## config.mk

```make
export PLATFORM = sky130hd
export DESIGN_NAME = hp_cmd_slave
export DESIGN_NICKNAME = d
export VERILOG_FILES = /design/src/rtl/hpc_pkg.sv /design/src/rtl/hpc_line_filter.sv /design/src/rtl/hpc_bus_events.sv /design/src/rtl/hpc_xfer_fsm.sv /design/src/rtl/hp_cmd_slave.sv
export SDC_FILE = /design/constraint.sdc
export NUM_CORES = 1
export LEC_CHECK = 0
export BUFFER_PORTS_ARGS = -buffer_cell sky130_fd_sc_hd__buf_2
export CORE_UTILIZATION = 62
export DETAILED_ROUTE_END_ITERATION = 12
export GPL_TIMING_DRIVEN = 0
export PLACE_DENSITY_LB_ADDON = 0.12
export SYNTH_ARGS = -nofsm -noshare
export SYNTH_HDL_FRONTEND = slang
export SYNTH_SLANG_ARGS = --single-unit
```

## constraint.sdc

```tcl
create_clock -name clk -period 2 [get_ports clk]
set_input_delay 0.6 -clock clk [delete_from_list [all_inputs] [get_ports clk]]
set_output_delay 0.6 -clock clk [all_outputs]
set_load 0.03 [all_outputs]
```

## src/rtl/hpc_pkg.sv

```systemverilog
package hpc_pkg;
  typedef struct packed {
    logic       amp_on;
    logic       bass_en;
    logic       range_hi;
    logic [4:0] volume;
  } cmd_t;

  typedef enum logic [2:0] {
    ST_IDLE,
    ST_ADDR,
    ST_AACK,
    ST_DATA,
    ST_DACK,
    ST_SKIP
  } xfer_st_t;

  localparam logic [5:0] ADDR_BASE = 6'b100110;
  localparam logic [7:0] CMD_RESET = 8'hFF;
endpackage

```

## src/rtl/hpc_line_filter.sv

```systemverilog
module hpc_line_filter #(
  parameter int FILT_CYC = 24
) (
  input  logic clk,
  input  logic rst,
  input  logic raw,
  output logic filt
);
  localparam int CW = $clog2(FILT_CYC + 1);
  localparam logic [CW-1:0] LIMIT = CW'(FILT_CYC - 1);

  logic       s1_q, s2_q, filt_q;
  logic [CW-1:0] cnt_q;

  always_ff @(posedge clk) begin
    if (rst) begin
      s1_q   <= 1'b1;
      s2_q   <= 1'b1;
      filt_q <= 1'b1;
      cnt_q  <= '0;
    end else begin
      s1_q <= raw;
      s2_q <= s1_q;
      if (s2_q == filt_q) begin
        cnt_q <= '0;
      end else if (cnt_q == LIMIT) begin
        filt_q <= s2_q;
        cnt_q  <= '0;
      end else begin
        cnt_q <= cnt_q + 1'b1;
      end
    end
  end

  assign filt = filt_q;

  // the filtered level moves only after a full qualifying run
  a_r10_filter_run: assert property (@(posedge clk) disable iff (rst)
    !$stable(filt_q) |-> ($past(cnt_q) == LIMIT));
endmodule

```

## src/rtl/hpc_bus_events.sv

```systemverilog
module hpc_bus_events (
  input  logic clk,
  input  logic rst,
  input  logic scl,
  input  logic sda,
  output logic start,
  output logic stop,
  output logic scl_rise,
  output logic scl_fall
);
  logic scl_q, sda_q;

  always_ff @(posedge clk) begin
    if (rst) begin
      scl_q <= 1'b1;
      sda_q <= 1'b1;
    end else begin
      scl_q <= scl;
      sda_q <= sda;
    end
  end

  assign start    = scl & scl_q & sda_q & ~sda;
  assign stop     = scl & scl_q & ~sda_q & sda;
  assign scl_rise = scl & ~scl_q;
  assign scl_fall = ~scl & scl_q;
endmodule

```

## src/rtl/hpc_xfer_fsm.sv

```systemverilog
module hpc_xfer_fsm
  import hpc_pkg::*;
(
  input  logic       clk,
  input  logic       rst,
  input  logic       addr_sel,
  input  logic       sda,
  input  logic       start,
  input  logic       stop,
  input  logic       scl_rise,
  input  logic       scl_fall,
  output logic       sda_pull,
  output logic       load,
  output logic [7:0] load_byte
);
  xfer_st_t   st_q;
  logic [3:0] bit_q;
  logic [7:0] sh_q, pend_q;
  logic       pend_v_q, pull_q, load_q;
  logic [6:0] my_addr;

  assign my_addr = {ADDR_BASE, addr_sel};

  always_ff @(posedge clk) begin
    if (rst) begin
      st_q     <= ST_IDLE;
      bit_q    <= '0;
      sh_q     <= '0;
      pend_q   <= '0;
      pend_v_q <= 1'b0;
      pull_q   <= 1'b0;
      load_q   <= 1'b0;
    end else begin
      load_q <= 1'b0;
      if (stop) begin
        load_q   <= pend_v_q;
        pend_v_q <= 1'b0;
        pull_q   <= 1'b0;
        st_q     <= ST_IDLE;
      end else if (start) begin
        pend_v_q <= 1'b0;
        pull_q   <= 1'b0;
        bit_q    <= '0;
        st_q     <= ST_ADDR;
      end else begin
        unique case (st_q)
          ST_ADDR, ST_DATA: begin
            if (scl_rise) begin
              sh_q  <= {sh_q[6:0], sda};
              bit_q <= bit_q + 1'b1;
            end else if (scl_fall && bit_q == 4'd8) begin
              if (st_q == ST_DATA) begin
                pend_q   <= sh_q;
                pend_v_q <= 1'b1;
                pull_q   <= 1'b1;
                st_q     <= ST_DACK;
              end else if (sh_q[7:1] == my_addr && !sh_q[0]) begin
                pull_q <= 1'b1;
                st_q   <= ST_AACK;
              end else begin
                st_q <= ST_SKIP;
              end
            end
          end
          ST_AACK: begin
            if (scl_fall) begin
              pull_q <= 1'b0;
              bit_q  <= '0;
              st_q   <= ST_DATA;
            end
          end
          ST_DACK: begin
            if (scl_fall) begin
              pull_q <= 1'b0;
              st_q   <= ST_SKIP;
            end
          end
          default: ;
        endcase
      end
    end
  end

  assign sda_pull  = pull_q;
  assign load      = load_q;
  assign load_byte = pend_q;

  // SDA is pulled only inside an acknowledge slot
  a_r2_pull_in_ack: assert property (@(posedge clk) disable iff (rst)
    pull_q |-> (st_q == ST_AACK || st_q == ST_DACK));

  // once skipping, the slave never pulls SDA
  a_r3_skip_silent: assert property (@(posedge clk) disable iff (rst)
    (st_q == ST_SKIP && $past(st_q) == ST_SKIP) |-> !pull_q);

  // a commit request follows a STOP only
  a_r9_load_after_stop: assert property (@(posedge clk) disable iff (rst)
    load_q |-> $past(stop));
endmodule

```

## src/rtl/hp_cmd_slave.sv

```systemverilog
module hp_cmd_slave
  import hpc_pkg::*;
#(
  parameter int FILT_CYC = 24
) (
  input  logic       clk,
  input  logic       rst,
  input  logic       scl_i,
  input  logic       sda_i,
  input  logic       addr_sel,
  input  logic       shdn_n,
  output logic       sda_pull,
  output logic       amp_on,
  output logic       bass_en,
  output logic       range_hi,
  output logic [4:0] volume,
  output logic       dev_enable,
  output logic       commit
);
  localparam int NLINE = 2;

  logic [NLINE-1:0] raw_v, filt_v;
  logic start, stop, scl_rise, scl_fall;
  logic load;
  logic [7:0] load_byte;
  cmd_t cmd_q;
  logic commit_q, dev_q;

  assign raw_v = {sda_i, scl_i};

  for (genvar g = 0; g < NLINE; g++) begin : g_line
    hpc_line_filter #(.FILT_CYC(FILT_CYC)) u_filt (
      .clk (clk),
      .rst (rst),
      .raw (raw_v[g]),
      .filt(filt_v[g])
    );
  end

  hpc_bus_events u_evt (
    .clk     (clk),
    .rst     (rst),
    .scl     (filt_v[0]),
    .sda     (filt_v[1]),
    .start   (start),
    .stop    (stop),
    .scl_rise(scl_rise),
    .scl_fall(scl_fall)
  );

  hpc_xfer_fsm u_fsm (
    .clk      (clk),
    .rst      (rst),
    .addr_sel (addr_sel),
    .sda      (filt_v[1]),
    .start    (start),
    .stop     (stop),
    .scl_rise (scl_rise),
    .scl_fall (scl_fall),
    .sda_pull (sda_pull),
    .load     (load),
    .load_byte(load_byte)
  );

  always_ff @(posedge clk) begin
    if (rst) begin
      cmd_q    <= cmd_t'(CMD_RESET);
      commit_q <= 1'b0;
      dev_q    <= 1'b0;
    end else begin
      commit_q <= load;
      if (load) cmd_q <= cmd_t'(load_byte);
      dev_q <= shdn_n & cmd_q.amp_on;
    end
  end

  assign amp_on     = cmd_q.amp_on;
  assign bass_en    = cmd_q.bass_en;
  assign range_hi   = cmd_q.range_hi;
  assign volume     = cmd_q.volume;
  assign dev_enable = dev_q;
  assign commit     = commit_q;

  // register moves only together with the strobe
  a_r4_update_with_strobe: assert property (@(posedge clk) disable iff (rst)
    !$stable(cmd_q) |-> commit_q);

  // strobe is a single cycle wide
  a_r4_strobe_single: assert property (@(posedge clk) disable iff (rst)
    commit_q |=> !commit_q);

  // a low shutdown pin forces the device off
  a_r6_pin_off: assert property (@(posedge clk) disable iff (rst)
    $past(!shdn_n) |-> !dev_enable);
endmodule

```

==> metrics.yaml, run 1 <==
clock_tree:
  holdBufCountCts: 0
  cts_setup_buffers: 0
  clk_latency_ns: 0.37
  root_buffer: "clkbuf_4"
  cts_buffers: 5
  cts_tree: "yes"
  clock-sinks: 54
  clkTransAtPathRegs_ns: 0.14
  clockBufferDepth: 2
  postCtsResizedCells: 0
  htreeDepth: 2
global_route:
  overflow: 0
  grt_max_degree: 16
  antenna_found_initial: 0
  grt_pass1_wl_um: 6130
  grt_pass1_vias: 1373
  track_usage_pct: 22.9
timing:
  tns_ns: 0
  period_minus_slack_ns: 1.55
  setup_viol: 0
  fin_ws_ns: 0.449
  final.setup_skew_ns: 0.00998
  grt_setup_unrepaired: "false"
  drv_slew: 0
  tightestPinTransition_ns: 0.443
  fin_crit_sh_pct: 77.5
  finalHoldViolations: 0
  max-slew-margin-rel_pct: 70.4
  max_freq_mhz: 645
detailed_routing:
  drtPass1Iterations: 4
  routed_via_density: 5.40
  ant_nets: 0
  post_drt_wl_per_cell_um: 13.1
  vias: 1540
  wl_um: 3730
  drc: 0
  first_iter_violations: 84
outcome:
  outcome: "finished clean"
setup_path:
  cp_max_fo: 10
  reg2reg_from: "u_fsm.bit_q[0]$_SDFFE_PP0P_"
  ff2ff_setup_slack_ns: 0.45
  crit_path_start_kind: "flip-flop"
  arrival_ns: 1.81
  rr_worst_depth: 7
  criticalPathCategory: "reg -> reg"
  cp-end-kind: "flip-flop"
  cp.required_ns: 2.26
  worstReg2RegEnd: "u_fsm.load_byte[4]$_SDFFE_PP0P_"
layout:
  area_growth_pct: 9.23
  stdcell_area_um2: 2310
  nNetsFinal: 250
  drive_above_1_share_pct: 15.8
  antennaDiodeCount: 0
  fillers: 264
logic_synthesis:
  synthDistinctLibCells: 40
  ys_warn_count: 0
  synth_top_area_share_pct: 51.1
  synth_ff_type: "dfxtp_1"
  syn_nets: 227
  synth_seq_cells: 54
  synthArstFlopShare_pct: 0
  seq_area_frac_synth_pct: 51.1
  synth_commonest_cells: "54 x dfxtp_1, 23 x nand2_1, 19 x nor2_1"
  syn_area_um2: 2120
  yosysTopAreaCell: "dfxtp_1"
  syn_area_per_cell_um2: 9.75
  synth_cells: 217
  yosys-top-cells-area: "dfxtp_1 51%, a211o_1 4.1%, nand2_1 4.1%"
  synth_most_common_cell: "dfxtp_1"
  synth-edff-count: 0
worst_hold_path:
  worstHoldStart: "scl_i"
  hold_class: "in -> reg"
  min_to: "g_line[0].u_filt.s1_q$_SDFF_PP1_"
  hold_depth: 2
place:
  dpl_cell_area_um2: 2250
  dp_hpwl_um: 2740
  gp_congestion: 0.883
  port_buffers: 16
  pre_cts_ws_ns: 0.258
floorplan:
  die_h_um: 60.4
  io_pins: 17
  start_util_pct: 67.1
  rows: 20
  dieArea_um2: 3650
  die_w_um: 60.4
  core_um2: 3150
pwr:
  comb_power_share_pct: 2.2
  powerDensity_nw_per_um2: 694
  vdd_drop_max_mv: 0.481
  seqPwrFrac_pct: 67.6
  power_frac_clock_pct: 30.1
  internal_power_mw: 1.27
  switching_share_pct: 21.0
  leakagePower_nw: 0.905
  switching_power_uw: 337
run:
  cap_viol_max_count: 0
[kinds of logic (layout without fill, tap and decap cells)]
logic type	count (synthesis)	count (layout)	synth area share, %
AND/OR/NAND/NOR	91	91	23.8
flip-flops	54	54	51.1
AO/OA/AOI/OAI	31	31	10.2
buffers and inverters	17	41	3.78
XOR/XNOR	12	12	4.97
multiplexers	8	8	3.78
adder cells (fa/ha/maj)	4	4	2.37
[state kept, by name (all words and copies together), names as in the netlist]
name / cells
bass_en: 1
u_fsm.sda_pull: 1
g_line.u_filt.cnt_q: 10
amp_on: 1
g_line.u_filt.filt: 2
u_fsm.pend_v_q: 1
u_fsm.sh_q: 8
u_fsm.bit_q: 4
u_fsm.load: 1
range_hi: 1
u_evt.sda_q: 1
g_line.u_filt.s2_q: 2
u_fsm.st_q: 3
u_fsm.load_byte: 8
dev_enable: 1
volume: 5
g_line.u_filt.s1_q: 2
u_evt.scl_q: 1
commit: 1
[metrics by stage]
stage | hold WS [ns] | std cells | total power, mW | util [%]
CTS | 0.391 | 285 | 1.61 | 73.3
global route | 0.373 | 285 | 1.67 | 73.3
global placement | 0.396 | 277 | 1.14 | 71.4
floorplan | 0.389 | 217 | 1.13 | -
finish | 0.399 | 285 | 1.60 | 73.3
detailed placement | 0.398 | 277 | 1.14 | 71.4
[how the worst max path moves through the flow]
stage                                start                         endpoint  slack (ns)  cells after the start
3_3_place_gp                           rst  u_fsm.load_byte[5]$_SDFFE_PP0P_        0.32                      4
6_report       u_fsm.bit_q[0]$_SDFFE_PP0P_  u_fsm.load_byte[4]$_SDFFE_PP0P_        0.45                      7
4_1_cts        u_fsm.bit_q[0]$_SDFFE_PP0P_  u_fsm.load_byte[4]$_SDFFE_PP0P_        0.43                      7
5_1_grt        u_fsm.bit_q[0]$_SDFFE_PP0P_  u_fsm.load_byte[4]$_SDFFE_PP0P_        0.35                      7
3_5_place_dp                           rst  u_fsm.load_byte[4]$_SDFFE_PP0P_        0.26                      4
2_1_floorplan  u_fsm.bit_q[0]$_SDFFE_PP0P_  u_fsm.load_byte[0]$_SDFFE_PP0P_        0.62                      7
[power by group through the flow]
stage | clock [mW] | combinational [mW] | sequential (mW)
floorplan | 0 | 0.0208 | 1.11
global placement | 0 | 0.0347 | 1.11
detailed placement | 0 | 0.0364 | 1.11
CTS | 0.493 | 0.0364 | 1.08
global route | 0.542 | 0.0398 | 1.09
finish | 0.483 | 0.0359 | 1.08
[critical path: stages, from the launching register on]
cell and delay (ns):
dfxtp_1 0.41, inv_1 0.06, ha_1 0.18, and3b_1 0.21
nand4_1 0.10, buf_4 0.20, mux2i_1 0.22, nor2_1 0.06
[routing by layer]
metal / GRT usage (%) / up-vias / wire length [µm]
li1: - / 789 / -
met2: 38.0 / 28 / 1770
met3: 6.61 / 5 / 158
met4: 6.49 / 0 / 41
met5: 0 / - / 0
met1: 29.4 / 718 / 1760
[layout by cell type (no fill, tap or decap), types with 5 or more instances in the layout]
cell type   n
buf_2      16
a211o_1    10
xor2_1      7
nor2_1     19
nor2b_1     9
nand2_1    23
dfxtp_1    54
mux2i_1     8
nor3_1      6
or2_2       6
clkbuf_4    5
a21oi_1    13
inv_1       8
xnor2_1     5
clkbuf_1    6
[final cells by class]
type                            instances  area (µm²)  area share (%)
Multi-Input combinational cell        146         955            41.3
Tap cell                               44        55.1            2.38
Sequential cell                        54        1080            46.8
Buffer                                  9        50.0            2.17
Timing Repair Buffer                   16        80.1            3.47
Inverter                                8        30.0            1.30
Clock inverter                          1        5.00           0.217
Clock buffer                            7        55.1            2.38
Note: power is estimated with default switching activity, not from simulation.
==> run 2, diff against run 1 <==
ABC_AREA = 1   (was default)
CORE_UTILIZATION = 58   (was 62)
clock period = 1.54 ns   (was 2 ns; I/O delays follow)
==> run 2 against run 1 <==
Against the previous run:
- first-iteration DRC count is 14% lower
- cell area up 14%
- via count increased by 26%
- clock skew shrank 0.0034 ns
- clock power rose by 68%
- total power grew 42%
- worst hold slack lost 0.064 ns
- non-clock buffer count grew 5
- final cell count is 34% higher
- routed wire length grew 14%
- combinational power rose by 48%
- synthesized area up 8.2%
- critical path type unchanged
- highest routed layer unchanged
==> metrics.yaml, run 2 <==
pwr:
  comb_power_share_pct: 2.3
  power_frac_clock_pct: 35.8
  vdd_drop_max_mv: 0.572
  switching_power_uw: 488
  internal_power_mw: 1.78
  leakagePower_nw: 1.19
  switching_share_pct: 21.5
  seqPwrFrac_pct: 61.9
  totalPowerFinal_mw: 2.27
  powerDensity_nw_per_um2: 862
global_route:
  antenna_found_initial: 0
  overflow: 0
  grt_max_degree: 17
  grt_pass1_wl_um: 7230
  grt_pass1_vias: 1672
  track_usage_pct: 22.5
logic_synthesis:
  synth_commonest_cells: "69 x nand2_1, 54 x dfxtp_1, 38 x nor2_1"
  synth_ff_type: "dfxtp_1"
  synth_most_common_cell: "nand2_1"
  syn_area_per_cell_um2: 7.55
  yosys-top-cells-area: "dfxtp_1 47%, nand2_1 11%, nand3_1 6.3%"
  yosysTopAreaCell: "dfxtp_1"
  synth_seq_cells: 54
  seq_area_frac_synth_pct: 47.2
  synthDistinctLibCells: 28
  synth_cells: 303
  syn_area_um2: 2290
  synth-edff-count: 0
  ys_warn_count: 0
  syn_nets: 313
  synth_top_area_share_pct: 47.2
  synthArstFlopShare_pct: 0
clock_tree:
  htreeDepth: 2
  clockBufferDepth: 2
  holdBufCountCts: 0
  cts_buffers: 5
  root_buffer: "clkbuf_8"
  clkTransAtPathRegs_ns: 0.09
  clock-sinks: 54
  cts_tree: "yes"
  clk_latency_ns: 0.31
setup_path:
  cp_max_fo: 7
  cp.required_ns: 1.79
  crit_path_top_delay_cell: "dfxtp_4"
  arrival_ns: 1.69
  critical_path_buf_inv_count: 4
  crit_family: "buffers and inverters"
  cp-end-kind: "flip-flop"
  crit_path_start_kind: "flip-flop"
  cpPeakStageDelay_ns: 0.37
  criticalPathCategory: "reg -> reg"
  crit_chain: "inv_4, ha_4, nand2_2, inv_2, nand3_4, nor3_4, buf_4, buf_6, o21ai_2, a21oi_2"
detailed_routing:
  drc: 0
  first_iter_violations: 72
  routed_via_density: 5.08
  vias: 1941
  wl_um: 4230
  drtPass1Iterations: 5
  post_drt_wl_per_cell_um: 11.1
  ant_nets: 0
timing:
  tns_ns: 0
  max-slew-margin-rel_pct: 71.4
  max_freq_mhz: 692
  period_minus_slack_ns: 1.45
  fin_crit_sh_pct: 93.9
  setup_viol: 0
  final.setup_skew_ns: 0.00659
  tightestPinTransition_ns: 0.429
  drv_slew: 0
  finalHoldViolations: 0
  fin_ws_ns: 0.0940
layout:
  instances_no_fill: 382
  antennaDiodeCount: 0
  layout_common_cells: "68 x nand2_1, 49 x dfxtp_1, 38 x nor2_1"
  drive_above_1_share_pct: 21.0
  layout_commonest_cell: "nand2_1"
  stdcell_area_um2: 2630
  nNetsFinal: 343
  regMostFlops: "g_line.u_filt.cnt_q"
  area_growth_pct: 15.1
  largest_register_ffs: 10
run:
  cap_viol_max_count: 0
place:
  port_buffers: 16
  dp_hpwl_um: 3030
  gp_congestion: 0.890
  dp_cells: 367
  dpl_cell_area_um2: 2430
  pre_cts_ws_ns: -0.149
floorplan:
  die_h_um: 64.8
  io_pins: 17
  start_util_pct: 61.6
  dieArea_um2: 4200
  core_um2: 3720
  rows: 22
  die_w_um: 64.8
worst_hold_path:
  hold_class: "in -> reg"
outcome:
  outcome: "finished clean"
## run 2: area by class of cell
cell class	count	area, µm²
flip-flops and latches	54	1090
fillers	307	1080
multi-input cells	206	1080
inverters	36	138
repair buffers	23	136
clock buffers	6	82.6
well taps	48	60.1
plain buffers	7	36.3
clock inverters	2	12.5
## run 2: cell families (layout without fill, tap and decap cells)
family / count (synthesis) / in the layout / synth area share [%]
AND/OR/NAND/NOR: 157 / 157 / 31.9
buffers and inverters: 43 / 74 / 7.49
flip-flops: 54 / 54 / 47.2
XOR/XNOR: 3 / 3 / 1.15
AO/OA/AOI/OAI: 42 / 42 / 10.0
adder cells (fa/ha/maj): 4 / 4 / 2.19
## run 2: what timing repair did
action / in CTS / in global routing
buffers inserted: 0 / 6
setup endpoints to repair: 0 / 21
endpoints found under the hold margin: 0 / 0
gates resized for setup: 0 / 25
## run 2: stage by stage
step | util, % | hold slack, ns
2_1_floorplan | - | 0.389
3_3_place_gp | 65.4 | 0.403
3_5_place_dp | 65.4 | 0.407
4_1_cts | 67.9 | 0.332
5_1_grt | 70.9 | 0.326
6_report | 70.9 | 0.336
## run 2: per-layer routing
layer	track usage [%]	share of wire [%]	up-vias
met5	0	0	-
met4	8.33	1.6	0
li1	-	-	1023
met3	5.46	2.9	8
met1	30.2	51	885
met2	34.8	45	25
## run 2: final timing paths
| path | from | endpoint | slack [ns] | cells after the start |
|---|---|---|---|---|
| max | u_fsm.bit_q[0]$_SDFFE_PP0P_ | u_fsm.load_byte[2]$_SDFFE_PP0P_ | 0.09 | 10 |
| min | sda_i | g_line[1].u_filt.s1_q$_SDFF_PP1_ | 0.34 | 2 |
| max reg2reg | u_fsm.bit_q[0]$_SDFFE_PP0P_ | u_fsm.load_byte[2]$_SDFFE_PP0P_ | 0.09 | 10 |
| min reg2reg | g_line[0].u_filt.s1_q$_SDFF_PP1_ | g_line[0].u_filt.s2_q$_SDFF_PP1_ | 0.42 | 1 |
## run 2: power groups by stage
stage	Sequential, mW	Clock, mW	Combinational, mW
finish	1.40	0.812	0.0531
global route	1.41	0.899	0.0617
floorplan	1.44	0	0.0315
CTS	1.41	0.831	0.0520
detailed placement	1.44	0	0.0516
global placement	1.44	0	0.0518
==> run 3, diff against run 2 <==
CORE_ASPECT_RATIO = 0.6   (was default)
==> run 3 against run 2 <==
Against the previous run:
- sequential cell count stayed put
- worst setup slack got worse by 0.067 ns
- final cell count shrank 0.79%
- sequential power is essentially flat
- sequential share of layout area rose by 0.33 points
- clock-buffer cell count unchanged
- first-iteration DRC count grew 13%
- total power about the same
- fmax is 4.4% lower
- combinational power grew 1%
- clock power about the same
- non-clock buffer count decreased by 2
==> metrics.yaml, run 3 (synthesis gave the netlist of run 2 again) <==
setup_path:
  cp-end-kind: "flip-flop"
  criticalPathCategory: "reg -> reg"
  arrival_ns: 1.71
  cp_max_fo: 6
  cp.required_ns: 1.74
  crit_path_start_kind: "flip-flop"
timing:
  setup_viol: 0
  final.setup_skew_ns: 0.00599
  max-slew-margin-rel_pct: 67.6
  drv_slew: 0
  grt_setup_unrepaired: "true"
  tns_ns: 0
  tightestPinTransition_ns: 0.485
  finalHoldViolations: 0
  period_minus_slack_ns: 1.51
  max_freq_mhz: 661
  fin_crit_sh_pct: 98.3
clock_tree:
  clk_latency_ns: 0.30
  htreeDepth: 2
  cts_tree: "yes"
  root_buffer: "clkbuf_8"
  cts_buffers: 5
  holdBufCountCts: 0
  clkTransAtPathRegs_ns: 0.10
  clock-sinks: 54
  clockBufferDepth: 2
global_route:
  grt_pass1_wl_um: 7350
  grt_max_degree: 17
  grt_pass1_vias: 1694
  overflow: 0
  track_usage_pct: 22.1
  antenna_found_initial: 0
floorplan:
  die_h_um: 50.7
  core_um2: 3720
  dieArea_um2: 4210
  rows: 17
  die_w_um: 83.1
  io_pins: 17
  start_util_pct: 61.5
layout:
  drive_above_1_share_pct: 20.2
  antennaDiodeCount: 0
  stdcell_area_um2: 2610
  fillers: 318
  nNetsFinal: 341
  regMostFlops: "g_line.u_filt.cnt_q"
  area_growth_pct: 14.1
  largest_register_ffs: 10
  layout_commonest_cell: "nand2_1"
  layout_common_cells: "68 x nand2_1, 48 x dfxtp_1, 38 x nor2_1"
pwr:
  vdd_drop_max_mv: 0.626
  powerDensity_nw_per_um2: 870
  leakagePower_nw: 1.18
  totalPowerFinal_mw: 2.27
detailed_routing:
  drtPass1Iterations: 4
  routed_via_density: 5.11
  wl_um: 4420
  first_iter_violations: 81
  vias: 1935
  post_drt_wl_per_cell_um: 11.7
  ant_nets: 0
  drc: 0
place:
  dpl_cell_area_um2: 2430
  port_buffers: 16
  dp_hpwl_um: 3190
  gp_congestion: 0.791
run:
  cap_viol_max_count: 0
outcome:
  outcome: "finished clean"
worst_hold_path:
  hold_class: "in -> reg"
## run 3: report_power, final
part	internal (mW)	switching [mW]	total, mW	leakage, nW
clock	0.362	0.448	0.810	0.0472
combinational	0.0179	0.0359	0.0538	0.695
sequential	1.40	0.00369	1.41	0.438
total	1.78	0.487	2.27	1.18
## run 3: worst paths after layout
kind / startpoint / to / slack (ns) / depth (start not counted)
worst max-delay path: u_fsm.bit_q[0]$_SDFFE_PP0P_ / u_fsm.load_byte[5]$_SDFFE_PP0P_ / 0.03 / 9
worst min register to register: g_line[1].u_filt.s1_q$_SDFF_PP1_ / g_line[1].u_filt.s2_q$_SDFF_PP1_ / 0.42 / 1
worst min-delay path: sda_i / g_line[1].u_filt.s1_q$_SDFF_PP1_ / 0.34 / 2
worst max register to register: u_fsm.bit_q[0]$_SDFFE_PP0P_ / u_fsm.load_byte[5]$_SDFFE_PP0P_ / 0.03 / 9
## run 3: layout make-up
type,count,area (µm²),share of cell area (%)
tap,47,58.8,2.25
sequential,54,1090,41.7
timing repair buffer,21,121,4.65
inverter,36,135,5.18
multi-input combinational,206,1070,41.2
clock inverter,2,12.5,0.479
buffer,7,36.3,1.39
clock buffer,6,82.6,3.16
## run 3: what timing repair did
item | 4_1_cts | 5_1_grt
setup endpoints to repair | 0 | 17
hold endpoints to repair | 0 | 0
buffers inserted | 0 | 5
resized for setup | 0 | 20
## run 3: per-stage QoR
| step | util, % | setup WS (ns) | instances | hold WS, ns |
|---|---|---|---|---|
| global route | 70.1 | -0.0367 | 379 | 0.334 |
| global placement | 65.2 | -0.196 | 366 | 0.402 |
| CTS | 67.8 | 0.0143 | 374 | 0.335 |
| floorplan | - | 0.216 | 303 | 0.389 |
| finish | 70.1 | 0.0268 | 379 | 0.343 |
| detailed placement | 65.2 | -0.226 | 366 | 0.398 |
## run 3: critical path, cell delays in order, from the launching register on
cell	delay, ns
dfxtp_2	0.35
inv_2	0.07
ha_4	0.12
nand2_2	0.05
inv_2	0.07
nand3_4	0.08
nor3_4	0.31
buf_6	0.17
buf_6	0.13
a21oi_1	0.06
## run 3: routing by layer
layer / vias up / global-route usage [%] / part of all wire [%]
li1: 1021 / - / -
met1: 873 / 30.0 / 54
met2: 37 / 35.8 / 42
met3: 4 / 5.92 / 4.1
met4: 0 / 4.60 / 0.50
met5: - / 0 / 0
